--- src/rtl/acc_scale_pkg.sv ---
package acc_scale_pkg;

    localparam int ACC_W   = 32;
    localparam int FIELD_W = 20;
    localparam int OUT_W   = 16;
    localparam int HI_OFS  = 4;
    localparam int GAIN_W  = 3;
    localparam int GAIN_MAX = 4;
    localparam int EXT_W   = FIELD_W + GAIN_MAX;
    localparam int DROP_W  = FIELD_W - OUT_W;

    typedef enum logic [1:0] {
        WIN_LOW   = 2'b00,
        WIN_HIGH  = 2'b01,
        WIN_RSV_A = 2'b10,
        WIN_RSV_B = 2'b11
    } win_sel_e;

    typedef struct packed {
        logic [OUT_W-1:0] word;
        logic             ovf;
    } scaled_t;

    function automatic logic [GAIN_W-1:0] clamp_gain(input logic [GAIN_W-1:0] g);
        return (g > GAIN_W'(GAIN_MAX)) ? GAIN_W'(GAIN_MAX) : g;
    endfunction

    function automatic logic [OUT_W-1:0] sat_word(input logic neg);
        return neg ? {1'b1, {(OUT_W-1){1'b0}}} : {1'b0, {(OUT_W-1){1'b1}}};
    endfunction

endpackage

--- src/rtl/acc_field_pick.sv ---
module acc_field_pick
    import acc_scale_pkg::*;
(
    input  logic [ACC_W-1:0]   acc,
    input  logic [1:0]         sel,
    output logic [FIELD_W-1:0] field
);
    win_sel_e mode;

    always_comb begin
        mode = win_sel_e'(sel);
        unique case (mode)
            WIN_HIGH: field = acc[HI_OFS +: FIELD_W];
            default:  field = acc[0 +: FIELD_W];
        endcase
    end
endmodule

--- src/rtl/acc_gain_sat.sv ---
module acc_gain_sat
    import acc_scale_pkg::*;
(
    input  logic [FIELD_W-1:0] field,
    input  logic [GAIN_W-1:0]  gain,
    output scaled_t            res
);
    logic [GAIN_W-1:0] g_eff;
    logic [EXT_W-1:0]  ext;
    logic [EXT_W-1:0]  shifted;
    logic [GAIN_MAX:0] top_bits;
    logic              lost;

    always_comb begin
        g_eff    = clamp_gain(gain);
        ext      = {{GAIN_MAX{field[FIELD_W-1]}}, field};
        shifted  = ext << g_eff;
        top_bits = shifted[EXT_W-1 -: (GAIN_MAX+1)];
        lost     = !((&top_bits) || (~|top_bits));
        res.ovf  = lost;
        res.word = lost ? sat_word(field[FIELD_W-1])
                        : shifted[DROP_W +: OUT_W];
    end
endmodule

--- src/rtl/acc_scale.sv ---
module acc_scale
    import acc_scale_pkg::*;
(
    input  logic        clk,
    input  logic        rst,
    input  logic [31:0] acc,
    input  logic [1:0]  sel,
    input  logic [2:0]  gain,
    output logic [15:0] out_word,
    output logic        ovf
);
    logic [FIELD_W-1:0] field;
    scaled_t            comb_res;
    scaled_t            res_q;

    acc_field_pick u_pick (
        .acc   (acc),
        .sel   (sel),
        .field (field)
    );

    acc_gain_sat u_gain (
        .field (field),
        .gain  (gain),
        .res   (comb_res)
    );

    always_ff @(posedge clk) begin
        if (rst) res_q <= '0;
        else     res_q <= comb_res;
    end

    assign out_word = res_q.word;
    assign ovf      = res_q.ovf;


    reset_clear_chk: assert property (@(posedge clk)
        rst |=> (out_word == 16'h0000 && !ovf));


    sat_value_chk: assert property (@(posedge clk) disable iff (rst)
        ovf |-> (out_word == 16'h7FFF || out_word == 16'h8000));


    sat_sign_chk: assert property (@(posedge clk) disable iff (rst)
        (!rst && !$past(rst)) && ovf |->
            out_word[15] == ($past(sel) == 2'b01 ? $past(acc[23]) : $past(acc[19])));


    no_overflow_chk: assert property (@(posedge clk) disable iff (rst)
        (gain == 3'd0) |=> !ovf);


    low_unity_chk: assert property (@(posedge clk) disable iff (rst)
        (sel != 2'b01 && gain == 3'd0) |=> (out_word == $past(acc[19:4])));


    high_unity_chk: assert property (@(posedge clk) disable iff (rst)
        (sel == 2'b01 && gain == 3'd0) |=> (out_word == $past(acc[23:8])));
endmodule

--- config.mk ---
export PLATFORM = sky130hd
export DESIGN_NAME = acc_scale
export DESIGN_NICKNAME = d
export VERILOG_FILES = /design/src/rtl/acc_scale_pkg.sv /design/src/rtl/acc_field_pick.sv /design/src/rtl/acc_gain_sat.sv /design/src/rtl/acc_scale.sv
export SDC_FILE = /design/constraint.sdc
export NUM_CORES = 1
export LEC_CHECK = 0
export BUFFER_PORTS_ARGS = -buffer_cell sky130_fd_sc_hd__clkbuf_2
export CORE_MARGIN = 3
export CORE_UTILIZATION = 40
export CTS_CLUSTER_DIAMETER = 100
export CTS_CLUSTER_SIZE = 25
export DETAILED_ROUTE_END_ITERATION = 12
export PLACE_DENSITY = 0.77
export SETUP_SLACK_MARGIN = 0.3
export SLEW_MARGIN = 30
export SYNTH_ARGS = -nofsm -noshare
export SYNTH_HDL_FRONTEND = slang
export SYNTH_HIERARCHICAL = 1
export SYNTH_SLANG_ARGS = --single-unit
--- constraint.sdc ---
create_clock -name clk -period 2.6 [get_ports clk]
set_input_delay 0.13 -clock clk [delete_from_list [all_inputs] [get_ports clk]]
set_output_delay 0.13 -clock clk [all_outputs]
set_load 0.01 [all_outputs]
==> qor.txt <==
final setup vio count = 0
initial antenna violation count = 0
Leakage = 0.969 nW
Non-Filler Instances = 261
TritonCTS Buffers = 3
status = finished, final reports clean
vias in the first global route = 1328
final hold slack = 226 ps
Final #Nets = 253
Worst Path Required = 2740 ps
TritonCTS clock tree = yes
DIE HEIGHT = 70.9 um
GRT Util Overall = 13.5%
Tcrit/Tclk final = 81.8%
most frequent cells in the layout = clkbuf_2, mux2_4, a21oi_1
Worst Setup SP = sel[1]
IO Port Bufs = 47
H-tree depth = 1
Core Area = 0.00385 sq mm
post-synth top area cell = dfxtp_1
Min-Delay Path Depth = 2
multi-input logic area = 0.00123 sq mm
row count = 22
share of layout cells above drive strength 1 = 44.6%
Cell Area, Placed = 0.00190 sq mm
via count = 1421
maximum clock frequency = 0.470 GHz
Final WS setup = 474 ps
Die ar. = 0.00502 sq mm
half-perimeter wire length after placement = 2740 um
YS warnings = 6
RSZ-0062 raised after global routing = no
library cells used by synthesis = 33
EDFF count, synth = 0
Worst EP arrival = 2260 ps
die span in x = 70.9 um
post-route cell area = 0.00197 sq mm
Total Wirelength = 3450 um
maximum vdd drop = 163 uV
Rel. slew slack = 70.4%
count of final max-slew check failures = 0
PwrDens = 408 mW/mm^2
Yosys reg bits = 17
clock sinks = 17
post-synthesis sequential area ratio = 20.2%
dpl ws = 35.8 ps
total power = 804 uW
global placement routability congestion = 0.848
detailed router's first-iteration violation count = 67
Final Hold Viols = 0
Max clock buf depth = 2
Mapped Area = 0.00168 sq mm
CTS root buffer = clkbuf_8
max-cap viol count = 0
first-pass GRT wire length = 5790 um
ys flop type = dfxtp_1
syn_area_per_cell = 9.73 sq um
kind of critical path = input pin to flop
DRT Pass-1 Iters = 4
post-synth top area share = 20.2%
Routed WL per cell = 13.2 um
Placed Instances = 255
Slew @ Worst Pin = 440 ps
crit end category = flop
Worst Setup EP = out_word[3]
Fin Setup TNS = 0 ps
synthesized net count = 212
fin crit period = 2130 ps
commonest non-fill, non-tap cell in the layout = clkbuf_2
largest net degree at the start of global routing = 27
Min-Delay Path Class = input pin to flop
antenna-violating nets left = 0
Post-Syn Instances = 173
Initial Util = 43.7%
drt drc = 0
critical path launch point type = input pin
fin util = 51.2%
area growth from synthesis to layout = 17.2%
Clk pin slew, worst setup/hold paths = 60 ps
FF+latch area = 340 sq um
Crit Path Max Fanout = 8
via/cell ratio = 5.44
Synth area leaders = dfxtp_1, mux2_4, mux2i_1
fillers = 369
ys async rst share = 0%
Remaining Overflow, GRT = 0
Antenna diodes = 0
Ports = 56
[metal layers]
layer  wire [um]  track usage [%]  vias to the layer above
met5           0                0                        -
met4          26             4.38                        0
met3         261             1.14                        4
met2        1440             20.8                       60
met1        1710             19.9                      636
li1            -                -                      721
[critical path, cell delays in order]
cell	delay, ps
clkbuf_2	80
nand2b_4	190
mux2_4	360
mux2_4	270
a222oi_1	390
o211ai_1	160
buf_4	190
o21bai_4	190
a21oi_1	100
and2b_2	200
[synthesized netlist by cell type (2+ instances only)]
| cell | instances |
|---|---|
| a211oi_1 | 11 |
| a21oi_1 | 20 |
| and2_1 | 2 |
| o311ai_0 | 2 |
| o311a_1 | 2 |
| o31a_1 | 2 |
| clkbuf_1 | 5 |
| mux4_2 | 6 |
| buf_2 | 4 |
| inv_1 | 4 |
| mux2_4 | 21 |
| nand2b_1 | 2 |
| buf_1 | 2 |
| nand2_1 | 9 |
| buf_6 | 5 |
| a22oi_1 | 4 |
| and2b_2 | 7 |
| dfxtp_1 | 17 |
| buf_4 | 2 |
| mux2i_1 | 16 |
| nor2b_1 | 15 |
| nor2_1 | 4 |
[cell families after synthesis]
logic type / after synthesis / share of synthesized area [%]
AO/OA/AOI/OAI: 50 / 20.9
buffers and inverters: 22 / 7.87
flip-flops: 17 / 20.2
multiplexers: 43 / 36.3
AND/OR/NAND/NOR: 41 / 14.8
[sequential cells by signal, indices dropped and copies added, names as in the netlist]
signal    cells
out_word     16
ovf           1
[where the power goes]
part	total (mW)	leakage (nW)	internal, mW	switching, mW
registers	0.289	0.141	0.284	0.00509
clock network	0.184	0.0255	0.106	0.0778
logic	0.332	0.802	0.170	0.161
total	0.804	0.969	0.560	0.244
[area by class of cell]
cell class	instances	area share, %
tap	48	3.04
timing repair buffer	53	14.2
inverter	4	0.761
clock buffer	3	2.09
sequential	17	17.2
clock inverter	1	0.254
multi-input combinational	135	62.4
[worst min path at each step]
stage	startpoint	endpoint	slack, ps
after global placement	rst	out_word[5]	490
after CTS	rst	out_word[8]	230
after floorplan	rst	out_word[10]	320
final	rst	out_word[8]	230
after detailed placement	rst	out_word[8]	490
after global routing	rst	out_word[12]	240
[what timing repair did]
action                     4_1_cts  5_1_grt
cloned                           0        1
setup endpoints to repair        1       13
pin swaps                        0        2
setup buffers                    0        1
gates resized for setup          1        1
hold buffers                     0        0
Power figures use the tool's default switching activity.
